File: config.mk
export PLATFORM = sky130hd
export DESIGN_NAME = ext_irq_cond
export DESIGN_NICKNAME = d
export VERILOG_FILES = /design/src/rtl/ext_irq_pkg.sv /design/src/rtl/ext_irq_sync.sv /design/src/rtl/ext_irq_combine.sv /design/src/rtl/ext_irq_edge.sv /design/src/rtl/ext_irq_cond.sv
export SDC_FILE = /design/constraint.sdc
export NUM_CORES = 1
export LEC_CHECK = 0
export ABC_AREA = 1
export CORE_UTILIZATION = 35
export CTS_CLUSTER_DIAMETER = 60
export DETAILED_ROUTE_END_ITERATION = 8
export MAX_ROUTING_LAYER = met4
export PLACE_DENSITY = 0.76
export SYNTH_ARGS = -nofsm -noshare
export SYNTH_HDL_FRONTEND = slang
export SYNTH_SLANG_ARGS = --single-unit
File: constraint.sdc
create_clock -name clk -period 0.9 [get_ports clk]
set_input_delay 0.135 -clock clk [delete_from_list [all_inputs] [get_ports clk]]
set_output_delay 0.135 -clock clk [all_outputs]
set_load 0.01 [all_outputs]
File: src/rtl/ext_irq_pkg.sv
package ext_irq_pkg;
  typedef enum logic [1:0] {
    SENSE_LOW  = 2'b00,
    SENSE_RISE = 2'b01,
    SENSE_FALL = 2'b10,
    SENSE_BOTH = 2'b11
  } sense_e;
endpackage

File: src/rtl/ext_irq_sync.sv
module ext_irq_sync #(
  parameter int WIDTH  = 4,
  parameter int STAGES = 2
) (
  input  logic             clk,
  input  logic             rst_n,
  input  logic [WIDTH-1:0] async_i,
  output logic [WIDTH-1:0] sync_o
);
  localparam int LAST = STAGES - 1;

  genvar p;
  generate
    for (p = 0; p < WIDTH; p++) begin : g_pin
      logic [STAGES-1:0] chain_q;
      logic [STAGES-1:0] chain_d;

      always_comb begin
        chain_d = {chain_q[STAGES-2:0], async_i[p]};
      end

      always_ff @(posedge clk or negedge rst_n) begin
        if (!rst_n) chain_q <= '1;
        else        chain_q <= chain_d;
      end

      assign sync_o[p] = chain_q[LAST];
    end
  endgenerate
endmodule

File: src/rtl/ext_irq_combine.sv
module ext_irq_combine #(
  parameter int WIDTH = 4
) (
  input  logic             clk,
  input  logic             rst_n,
  input  logic [WIDTH-1:0] sync_i,
  input  logic [WIDTH-1:0] en_i,
  output logic             line_o
);
  logic line_d;
  logic line_q;

  always_comb begin
    line_d = &(sync_i | ~en_i);
  end

  always_ff @(posedge clk or negedge rst_n) begin
    if (!rst_n) line_q <= 1'b1;
    else        line_q <= line_d;
  end

  assign line_o = line_q;


  low_pulls_line_chk: assert property (@(posedge clk) disable iff (!rst_n)
    (|(~sync_i & en_i)) |=> !line_o);


  none_selected_chk: assert property (@(posedge clk) disable iff (!rst_n)
    (en_i == '0) |=> line_o);
endmodule

File: src/rtl/ext_irq_edge.sv
module ext_irq_edge
  import ext_irq_pkg::*;
(
  input  logic   clk,
  input  logic   rst_n,
  input  logic   line_i,
  input  sense_e sense_i,
  input  logic   ack_i,
  output logic   irq_o
);
  logic prev_q;
  logic pend_q, pend_d;
  logic rise, fall, hit;

  always_comb begin
    rise = line_i & ~prev_q;
    fall = ~line_i & prev_q;
    unique case (sense_i)
      SENSE_RISE: hit = rise;
      SENSE_FALL: hit = fall;
      SENSE_BOTH: hit = rise | fall;
      default:    hit = 1'b0;
    endcase

    if (sense_i == SENSE_LOW) pend_d = 1'b0;
    else if (hit)             pend_d = 1'b1;
    else if (ack_i)           pend_d = 1'b0;
    else                      pend_d = pend_q;

    if (sense_i == SENSE_LOW)       irq_o = ~line_i;
    else if (sense_i == SENSE_RISE) irq_o = pend_q & line_i;
    else                            irq_o = pend_q;
  end

  always_ff @(posedge clk or negedge rst_n) begin
    if (!rst_n) begin
      prev_q <= 1'b1;
      pend_q <= 1'b0;
    end else begin
      prev_q <= line_i;
      pend_q <= pend_d;
    end
  end


  ack_clears_chk: assert property (@(posedge clk) disable iff (!rst_n)
    (ack_i && !hit) |=> !pend_q);


  edge_sets_chk: assert property (@(posedge clk) disable iff (!rst_n)
    hit |=> pend_q);


  level_no_latch_chk: assert property (@(posedge clk) disable iff (!rst_n)
    (sense_i == SENSE_LOW) |=> !pend_q);


  rise_low_mask_chk: assert property (@(posedge clk) disable iff (!rst_n)
    (sense_i == SENSE_RISE && !line_i) |-> !irq_o);
endmodule

File: src/rtl/ext_irq_cond.sv
module ext_irq_cond
  import ext_irq_pkg::*;
#(
  parameter int NUM_PINS    = 4,
  parameter int SYNC_STAGES = 2
) (
  input  logic                clk,
  input  logic                rst_n,
  input  logic [NUM_PINS-1:0] pins_i,
  input  logic [NUM_PINS-1:0] pin_en_i,
  input  logic [1:0]          sense_i,
  input  logic                ack_i,
  output logic                irq_o,
  output logic                wake_o
);
  logic [1:0]          rst_q;
  logic                rst_int_n;
  logic [NUM_PINS-1:0] pins_sync;
  logic                line;
  sense_e              sense;
  logic                req;

  always_ff @(posedge clk or negedge rst_n) begin
    if (!rst_n) rst_q <= 2'b00;
    else        rst_q <= {rst_q[0], 1'b1};
  end
  assign rst_int_n = rst_q[1];

  assign sense = sense_e'(sense_i);

  ext_irq_sync #(.WIDTH(NUM_PINS), .STAGES(SYNC_STAGES)) u_sync (
    .clk     (clk),
    .rst_n   (rst_int_n),
    .async_i (pins_i),
    .sync_o  (pins_sync)
  );

  ext_irq_combine #(.WIDTH(NUM_PINS)) u_comb (
    .clk    (clk),
    .rst_n  (rst_int_n),
    .sync_i (pins_sync),
    .en_i   (pin_en_i),
    .line_o (line)
  );

  ext_irq_edge u_edge (
    .clk     (clk),
    .rst_n   (rst_int_n),
    .line_i  (line),
    .sense_i (sense),
    .ack_i   (ack_i),
    .irq_o   (req)
  );

  assign irq_o  = req;
  assign wake_o = req;


  wake_match_chk: assert property (@(posedge clk) disable iff (!rst_int_n)
    wake_o == irq_o);


  reset_quiet_chk: assert property (@(posedge clk)
    $rose(rst_int_n) |-> !irq_o);
endmodule

==> summary.txt, run 1 <==
Placement
  – Pre-CTS setup slack: -703 ps
  – Placed cell areas: 667 sq um
  – Dpl hpwl: 574 microns
  – Buffers added on ports: 14
  – Routability cong.: 0.615

Logic synthesis
  – Mapped Cells: 45
  – Yosys top cell by area: dfstp_2
  – Post-synthesis sequential area ratio: 69.6%
  – Synthesis Warnings: 0
  – Syn Area/Cell: 10.8 sq um
  – Unique masters post-synth: 11
  – Register bit total from synthesis: 13
  – Synth top area share: 54.1%
  – Syn nets: 60
  – Mapped cell area: 485 sq um
  – Synth top area cells: dfstp_2 (54%), dfrtp_1 (15%), nand2_1 (9.3%), inv_1 (7.0%), ha_1 (5.2%)

Outcome
  – Status: finished, violations left
  – Failing checks: negative setup slack

Timing
  – Fin crit share: 142%
  – Setup ws final: -375 ps
  – Final worst path period need: 1280 ps
  – Max Slew Vio Count: 0
  – Final Hold Fails: 0
  – Final Setup Violations: 3
  – Max Fclk: 0.784 GHz
  – Total Neg Setup Slack: -1080 ps
  – RSZ-0062 raised after global routing: yes
  – Final Skew: 2.09 ps

Die
  – Die ar.: 1540 sq um
  – IO Pins: 15
  – Initial core utilization: 37.3%
  – DIE HEIGHT: 39.2 microns
  – Core area: 1300 sq um
  – Die Wd: 39.2 microns
  – # rows: 13

Routing
  – Routed vias: 343
  – TritonRoute pass-1 iters: 3
  – DRC violation total after the first TritonRoute iteration: 4
  – Vias per cell: 4.34
  – WL/cell: 8.76 microns
  – Final wirelength: 692 microns
  – Antenna-violating nets left: 0
  – DRC viols: 0

Global routing
  – Largest net degree at the start of global routing: 12
  – Met3 Resource Use GR: 3.47%
  – Initial antenna violation count: 0
  – Congestion Overflow GR: 0
  – First-pass GRT wire length: 1280 microns
  – All-Layer GR Usage: 13.6%
  – Most used routing layer: met2
  – Grt met1 use: 10.5%
  – GR Util met2: 25.8%
  – Vias in the first global route: 360

Power and ir drop
  – Sequential Power Share: 57.1%
  – Combinational power share: 15.2%
  – Leak: 0.000334 uW
  – PD cells: 1660 nW/um^2
  – Power, Total: 1170 uW
  – Internal power: 921 uW
  – Clock Power Share: 27.6%
  – Switching Fraction: 21.1%
  – VDD IR max: 1.02 mV
  – Net load switching power: 246 uW

Worst setup path
  – Worst setup EP type: output pin
  – Max Fanout on Critical Path: 3
  – Worst Path Required: 760 ps
  – Worst Path Arrival: 1140 ps
  – Crit path launch type: register
  – Crit Path Category: register to output pin

Cells and area
  – Diode count: 0
  – Layout cells sized above 1: 35.9%
  – Syn-to-layout area delta: 44.8%
  – Fin area: 703 sq um
  – # nets final: 80
  – Filler instances: 128

Clocking
  – Sink Count: 13
  – CTS max path bufs: 2
  – Root Driver: clkbuf_4
  – H-tree levels: 1
  – CTS tree: yes
  – Clock slew at reported path FFs: 70 ps
  – Num CTS Buffers: 3
  – Clk Latency, worst-skew pair: 260 ps

Min path
  – HP Class: input port to async pin

Job
  – MaxCap Viol Count: 0
==> cell usage after synthesis, drive strengths merged <==
cell type  instances
buf                1
conb               1
dfrtp              3
dfstp             10
ha                 2
inv               10
nand2             12
nand3              3
nor2               1
o21ai              2
==> stage by stage <==
stage / hold WS (ps) / util, % / cells
finish: 38.1 / 54.0 / 79
global route: 13.8 / 54.0 / 79
global placement: 160 / 51.2 / 75
detailed placement: 179 / 51.2 / 75
CTS: 28.3 / 54.0 / 79
floorplan: -161 / - / 45
==> cell type report <==
type	count	area [sq um]	area share, %
clock buffers	4	26.3	3.74
inverters	10	37.5	5.34
multi-input cells	21	125	17.8
flip-flops and latches	13	338	48.0
well taps	15	18.8	2.67
repair buffers	16	158	22.4
==> logic make-up (layout without fill, tap and decap cells) <==
group	after synthesis	count (layout)	synth area share, %
AO/OA/AOI/OAI	2	2	2.06
adder cells (fa/ha/maj)	2	2	5.15
buffers and inverters	11	30	9.28
flip-flops	13	13	69.6
other	1	1	0.772
AND/OR/NAND/NOR	16	16	13.1
==> sequential cells by signal, indices dropped and copies added (netlist names) <==
name,flops
rst_q,2
u_comb.line_o,1
u_edge.pend_q,1
u_edge.prev_q,1
u_sync.g_pin.chain_q,8
==> critical path: stages (launching register included) <==
cell and delay (ps):
dfstp_2 540, inv_2 50, nand2_2 50, nand3_2 60
nand2_2 80, buf_6 100
==> routing by layer <==
metal  part of all wire, %  up-vias
met5                     0        -
met4                     0        0
met3                   4.6        0
met2                    60       11
met1                    35      164
li1                      -      168
==> path summary, 6_finish.rpt <==
kind	from	slack (ps)	end	depth (start not counted)
min in group clk	pins_i[3]	280	u_sync.g_pin[3].chain_q[0]	1
min reg2reg	rst_q[1]	160	u_edge.pend_q	0
max reg2reg	u_comb.line_o	-330	u_edge.pend_q	6
max in group asynchronous	rst_q[1]	420	u_sync.g_pin[1].chain_q[1]	0
max	u_comb.line_o	-380	wake_o	5
min	rst_n	40	rst_q[0]	1
==> cell usage in the layout, fill, tap and decap left out <==
cell type	n
ha_1	1
nand3_2	1
inv_1	8
dfstp_2	10
clkbuf_4	3
clkdlybuf4s50_1	12
nand2_1	10
conb_1	1
buf_4	2
nor2_1	1
nand2_2	2
nand3_1	2
buf_6	2
inv_2	2
o21ai_1	1
dfrtp_1	3
o21ai_0	1
clkbuf_1	1
ha_4	1
==> power by group through the flow <==
| stage | clock (uW) | combinational (uW) | sequential (uW) |
|---|---|---|---|
| CTS | 347 | 181 | 668 |
| detailed placement | 0 | 171 | 676 |
| floorplan | 0 | 78.0 | 671 |
| finish | 322 | 178 | 667 |
| global route | 384 | 200 | 673 |
| global placement | 0 | 163 | 673 |
==> timing repair <==
action / in CTS / in global routing
hold endpoints to repair: 0 / 0
setup endpoints to repair: 3 / 4
pin swaps: 4 / 2
resized for setup: 12 / 1
hold buffers: 0 / 0
setup buffers: 0 / 0
Note: power is estimated with default switching activity, not from simulation.
==> run 2: changes to the inputs <==
- CTS_BUF_LIST: default -> sky130_fd_sc_hd__clkbuf_16
==> run 2 against run 1 <==
Effect of this change:
- worst hold slack gained 29 ps
- worst setup slack gained 35 ps
- the flow still finishes with violations (negative setup slack)
- total power increased by 40%
- non-clock buffer count unchanged
- combinational power rose by 4%
- highest routed layer unchanged
- register-to-register slack hardly changed
- clock power grew 140%
- die area stayed put
- cell area up 8.5%
- core utilization rose by 4.6 points
- critical endpoint unchanged
==> summary.txt, run 2 (same netlist as run 1, synthesis figures left out) <==
Routing
  – DRC violation total after the first TritonRoute iteration: 3 (was 4)
  – Vias per cell: 4.37 (was 4.34)
  – Final wirelength: 714 microns (was 692 microns)
  – Antenna-violating nets left: 0 (unchanged)
  – DRC viols: 0 (unchanged)
  – Routed vias: 345 (was 343)
  – WL/cell: 9.04 microns (was 8.76 microns)
  – TritonRoute pass-1 iters: 2 (was 3)

Timing
  – Fin crit share: 138% (was 142%)
  – RSZ-0062 raised after global routing: yes (unchanged)
  – Final Hold Fails: 0 (unchanged)
  – Total Neg Setup Slack: -1010 ps (was -1080 ps)
  – Max Slew Vio Count: 0 (unchanged)
  – Setup ws final: -340 ps (was -375 ps)
  – Final Setup Violations: 3 (unchanged)
  – Final Skew: 0.351 ps (was 2.09 ps)
  – Final worst path period need: 1240 ps (was 1280 ps)
  – Max Fclk: 0.807 GHz (was 0.784 GHz)

Clocking
  – Sink Count: 13 (unchanged)
  – Clk Latency, worst-skew pair: 230 ps (was 260 ps)
  – Num CTS Buffers: 3 (unchanged)
  – Clock slew at reported path FFs: 40 ps (was 70 ps)
  – Root Driver: clkbuf_16 (was clkbuf_4)
  – CTS max path bufs: 2 (unchanged)
  – H-tree levels: 1 (unchanged)
  – CTS tree: yes (unchanged)

Cells and area
  – Register area: 338 sq um (unchanged)
  – Max FFs per register: 8 (unchanged)
  – Util after Layout: 58.7% (was 54.0%)
  – Commonest non-fill, non-tap cells in the layout: clkdlybuf4s50_1 (12), dfstp_2 (10), inv_1 (9), nand2_1 (9) (was clkdlybuf4s50_1 (12), nand2_1 (10), dfstp_2 (10))
  – Final Non-Filler Cells: 79 (unchanged)
  – Largest regs: u_sync.g_pin.chain_q: 8 flops, rst_q: 2 flops (unchanged)
  – Multi-input logic area: 133 sq um (was 125 sq um)
  – Commonest non-fill, non-tap cell in the layout: clkdlybuf4s50_1 (unchanged)
  – # nets final: 80 (unchanged)
  – Syn-to-layout area delta: 57.2% (was 44.8%)
  – Layout cells sized above 1: 39.1% (was 35.9%)
  – Biggest register: u_sync.g_pin.chain_q (unchanged)
  – Filler instances: 126 (was 128)
  – Diode count: 0 (unchanged)

Worst setup path
  – R2R setup slack: -330 ps (about the same)
  – Worst path most repeated cell: nand2_2 (unchanged)
  – Worst Path Arrival: 1100 ps (was 1140 ps)
  – Worst setup EP type: output pin (unchanged)
  – Critical Path, Cell by Cell: inv_2, nand2_2, nand3_2, nand2_2, buf_6 (unchanged)
  – Slowest CP cell: dfstp_2 (unchanged)
  – Crit path buffers/inverters: 2 (unchanged)
  – CP top delay family: flip-flops (unchanged)
  – Worst Path Required: 760 ps (about the same)
  – Max Fanout on Critical Path: 3 (unchanged)
  – Crit Path Category: register to output pin (unchanged)
  – CP max stage delay: 530 ps (was 540 ps)
  – Crit path launch type: register (unchanged)

Die
  – IO Pins: 15 (unchanged)
  – Die ar.: 1540 sq um (unchanged)
  – Die Wd: 39.2 microns (unchanged)
  – DIE HEIGHT: 39.2 microns (unchanged)
  – Initial core utilization: 37.3% (unchanged)
  – Core area: 1300 sq um (unchanged)
  – # rows: 13 (unchanged)

Outcome
  – Failing checks: negative setup slack (unchanged)
  – Status: finished, violations left (unchanged)

Global routing
  – Vias in the first global route: 364 (was 360)
  – Largest net degree at the start of global routing: 12 (unchanged)
  – First-pass GRT wire length: 1280 microns (about the same)
  – Congestion Overflow GR: 0 (unchanged)
  – Initial antenna violation count: 0 (unchanged)
  – All-Layer GR Usage: 13.1% (was 13.6%)

Job
  – MaxCap Viol Count: 0 (unchanged)

Power and ir drop
  – Leak: 0.000363 uW (was 0.000334 uW)
  – VDD IR max: 2.19 mV (was 1.02 mV)
  – PD cells: 2140 nW/um^2 (was 1660 nW/um^2)

Placement
  – Routability cong.: 0.615 (unchanged)
  – Dpl hpwl: 574 microns (unchanged)
  – Buffers added on ports: 14 (unchanged)
  – Placed insts: 75 (unchanged)

Min path
  – HP Class: input port to async pin (unchanged)
-- run 2: cell types whose count changed in the layout (fill, tap and decap cells not counted), sizes merged --
cell	delta
clkbuf	-1
inv	+1
-- run 2: final timing paths --
kind	start	end	cells past startpoint
worst max-delay path	u_comb.line_o	wake_o	5
worst min-delay path	rst_n	rst_q[0]	1
worst max register to register	u_comb.line_o	u_edge.pend_q	6
worst min register to register	rst_q[1]	u_edge.pend_q	0
max in group asynchronous	rst_q[1]	u_comb.line_o	0
min in group clk	pins_i[2]	u_sync.g_pin[2].chain_q[0]	1
-- run 2: routing by layer --
metal	part of all wire, %	up-vias	track usage [%]
met2	62	11	26.3
met5	0	-	-
met4	0	0	5.17
met1	34	167	10.9
met3	3.8	0	3.47
li1	-	167	-
-- run 2: worst register-to-register path, stage by stage (launching register included) --
cell     delay, ps
dfstp_2        530
inv_2           50
buf_4          130
ha_4           250
nand2_1         60
nand3_2         60
nand2_2         50
-- run 2: cell type report --
cell class | count | share of cell area, %
clock buffer | 3 | 9.84
timing repair buffer | 16 | 20.7
sequential | 13 | 44.3
inverter | 10 | 4.92
clock inverter | 1 | 0.492
multi-input combinational | 21 | 17.4
tap | 15 | 2.46
-- run 2: per-stage QoR --
step / instance area, sq um / setup WS (ps) / hold slack, ps / total power [uW]
2_1_floorplan: 504 / -178 / -161 / 749
3_3_place_gp: 667 / -663 / 160 / 837
3_5_place_dp: 667 / -703 / 179 / 846
4_1_cts: 756 / -347 / 69.0 / 1660
5_1_grt: 763 / -392 / 65.8 / 1730
6_report: 763 / -340 / 67.1 / 1630
-- run 2: what timing repair did --
action,4_1_cts,5_1_grt
pin swaps,4,2
hold buffers,0,0
resized for setup,12,3
endpoints found under the setup margin,3,4
gates cloned,0,0
buffers inserted,0,0
-- run 2: report_power, final --
group	total (uW)	switching, uW	internal (uW)
sequential	669	24.3	644
clock	780	199	581
combinational	185	74.4	110
total	1630	297	1340
==> run 3: changes to the inputs <==
- CORE_AREA: default -> 2 2 39 41
- CORE_UTILIZATION: 35 -> default
- DIE_AREA: default -> 0 0 41 43
- PLACE_DENSITY: 0.76 -> 0.78
==> run 3 against run 2 <==
Effect of this change:
- the flow still finishes with violations (negative setup slack)
- combinational power fell by 6%
- die area rose by 14%
- total power rose by 0.31%
- non-clock buffer count did not move
- via count fell by 1.4%
- register-to-register slack barely moved
- fmax rose by 0.14%
- worst setup slack improved by 1.7 ps
- largest cell class unchanged
==> summary.txt, run 3 (same netlist as run 1, synthesis figures left out) <==
Power and ir drop
  – Leak: 0.000362 uW (was 0.000363 uW)
  – PD cells: 2160 nW/um^2 (was 2140 nW/um^2)
  – Power, Total: 1640 uW (was 1630 uW)
  – VDD IR max: 1.31 mV (was 2.19 mV)

Worst setup path
  – Worst setup EP type: output pin (unchanged)
  – Max Fanout on Critical Path: 3 (unchanged)
  – Worst Path Required: 760 ps (about the same)
  – Worst Path Arrival: 1100 ps (about the same)
  – Crit path launch type: register (unchanged)
  – R2R setup slack: -320 ps (was -330 ps)
  – Crit Path Category: register to output pin (unchanged)

Timing
  – Fin crit share: 138% (about the same)
  – Max Slew Vio Count: 0 (unchanged)
  – Final Setup Violations: 3 (unchanged)
  – Final Skew: 1.02 ps (was 0.351 ps)
  – Final worst path period need: 1240 ps (about the same)
  – Total Neg Setup Slack: -994 ps (was -1010 ps)
  – Max Fclk: 0.808 GHz (was 0.807 GHz)
  – Final Hold Fails: 0 (unchanged)
  – RSZ-0062 raised after global routing: yes (unchanged)
  – Setup ws final: -338 ps (was -340 ps)

Global routing
  – First-pass GRT wire length: 1220 microns (was 1280 microns)
  – Initial antenna violation count: 0 (unchanged)
  – Vias in the first global route: 350 (was 364)
  – Largest net degree at the start of global routing: 12 (unchanged)
  – All-Layer GR Usage: 11.0% (was 13.1%)
  – Congestion Overflow GR: 0 (unchanged)

Die
  – DIE HEIGHT: 43 microns (was 39.2 microns)
  – Core area: 1380 sq um (was 1300 sq um)
  – IO Pins: 15 (unchanged)
  – # rows: 14 (was 13)
  – Initial core utilization: 35.1% (was 37.3%)
  – Die ar.: 1760 sq um (was 1540 sq um)
  – Die Wd: 41 microns (was 39.2 microns)

Clocking
  – Clock slew at reported path FFs: 40 ps (about the same)
  – H-tree levels: 1 (unchanged)
  – Clk Latency, worst-skew pair: 240 ps (was 230 ps)
  – Sink Count: 13 (unchanged)
  – CTS tree: yes (unchanged)
  – Setup Buffers After CTS: 0 (unchanged)
  – CTS max path bufs: 2 (unchanged)
  – Root Driver: clkbuf_16 (unchanged)
  – Num CTS Buffers: 3 (unchanged)

Routing
  – Antenna-violating nets left: 0 (unchanged)
  – TritonRoute pass-1 iters: 2 (unchanged)
  – Vias per cell: 4.25 (was 4.37)
  – Routed vias: 340 (was 345)
  – DRC violation total after the first TritonRoute iteration: 1 (was 3)
  – Final wirelength: 706 microns (was 714 microns)
  – DRC viols: 0 (unchanged)
  – WL/cell: 8.83 microns (was 9.04 microns)

Min path
  – HP Class: input port to async pin (unchanged)

Cells and area
  – Largest regs: u_sync.g_pin.chain_q: 8 flops, rst_q: 2 flops (unchanged)
  – Biggest register: u_sync.g_pin.chain_q (unchanged)
  – Commonest non-fill, non-tap cells in the layout: clkdlybuf4s50_1 (12), nand2_1 (10), dfstp_2 (10) (was clkdlybuf4s50_1 (12), dfstp_2 (10), inv_1 (9), nand2_1 (9))
  – Max FFs per register: 8 (unchanged)
  – Syn-to-layout area delta: 55.9% (was 57.2%)
  – # nets final: 80 (unchanged)
  – Util after Layout: 54.7% (was 58.7%)
  – Layout cells sized above 1: 35.9% (was 39.1%)
  – Diode count: 0 (unchanged)
  – Commonest non-fill, non-tap cell in the layout: clkdlybuf4s50_1 (unchanged)

Job
  – MaxCap Viol Count: 0 (unchanged)

Placement
  – Dpl hpwl: 550 microns (was 574 microns)
  – Routability cong.: 0.554 (was 0.615)
  – Buffers added on ports: 14 (unchanged)
  – Pre-CTS setup slack: -699 ps (was -703 ps)

Outcome
  – Status: finished, violations left (unchanged)
  – Failing checks: negative setup slack (unchanged)
[run 3: final cells by class]
class	count	area, sq um
fillers	130	627
flip-flops and latches	13	338
repair buffers	16	158
multi-input cells	21	125
clock buffers	3	75.1
inverters	10	37.5
well taps	16	20.0
clock inverters	1	3.75
[run 3: path summary, 6_finish.rpt]
| check | from | endpoint | cells after the start |
|---|---|---|---|
| max | u_comb.line_o | wake_o | 5 |
| min | rst_n | rst_q[1] | 1 |
| max reg2reg | u_comb.line_o | u_edge.pend_q | 6 |
| min reg2reg | rst_q[1] | u_edge.pend_q | 0 |
| max in group asynchronous | rst_q[1] | u_sync.g_pin[1].chain_q[1] | 0 |
| min in group clk | pins_i[2] | u_sync.g_pin[2].chain_q[0] | 1 |
[run 3: where the power goes]
| group | internal (uW) | switching (uW) | total, uW | leakage [uW] |
|---|---|---|---|---|
| Sequential | 645 | 25.8 | 670 | 0.000141 |
| Clock | 583 | 212 | 795 | 0.0000423 |
| Combinational | 108 | 65.9 | 173 | 0.000179 |
[run 3: per-stage QoR]
step	cells	hold WS, ps	instance area (sq um)
after global placement	76	163	668
after floorplan	45	-161	504
after CTS	80	59.1	757
after detailed placement	76	168	668
final	80	61.7	757
after global routing	80	68.0	757
[run 3: timing repair]
| action | in CTS | in global routing |
|---|---|---|
| gates resized for setup | 12 | 1 |
| endpoints found under the setup margin | 3 | 4 |
| hold buffers | 0 | 0 |
| pin swaps | 4 | 2 |
[run 3: critical path, cell delays in order, from the launching register on]
cell and delay [ps]:
dfstp_2 530, inv_2 40, nand2_2 60, nand3_2 60, nand2_2 80, buf_6 100
[run 3: routing by layer]
metal / global-route usage (%) / wire, microns / up-vias
li1: - / - / 168
met1: 10.9 / 286 / 161
met2: 18.1 / 379 / 11
met3: 1.57 / 40 / 0
met4: 8.00 / 0 / 0
met5: - / 0 / -
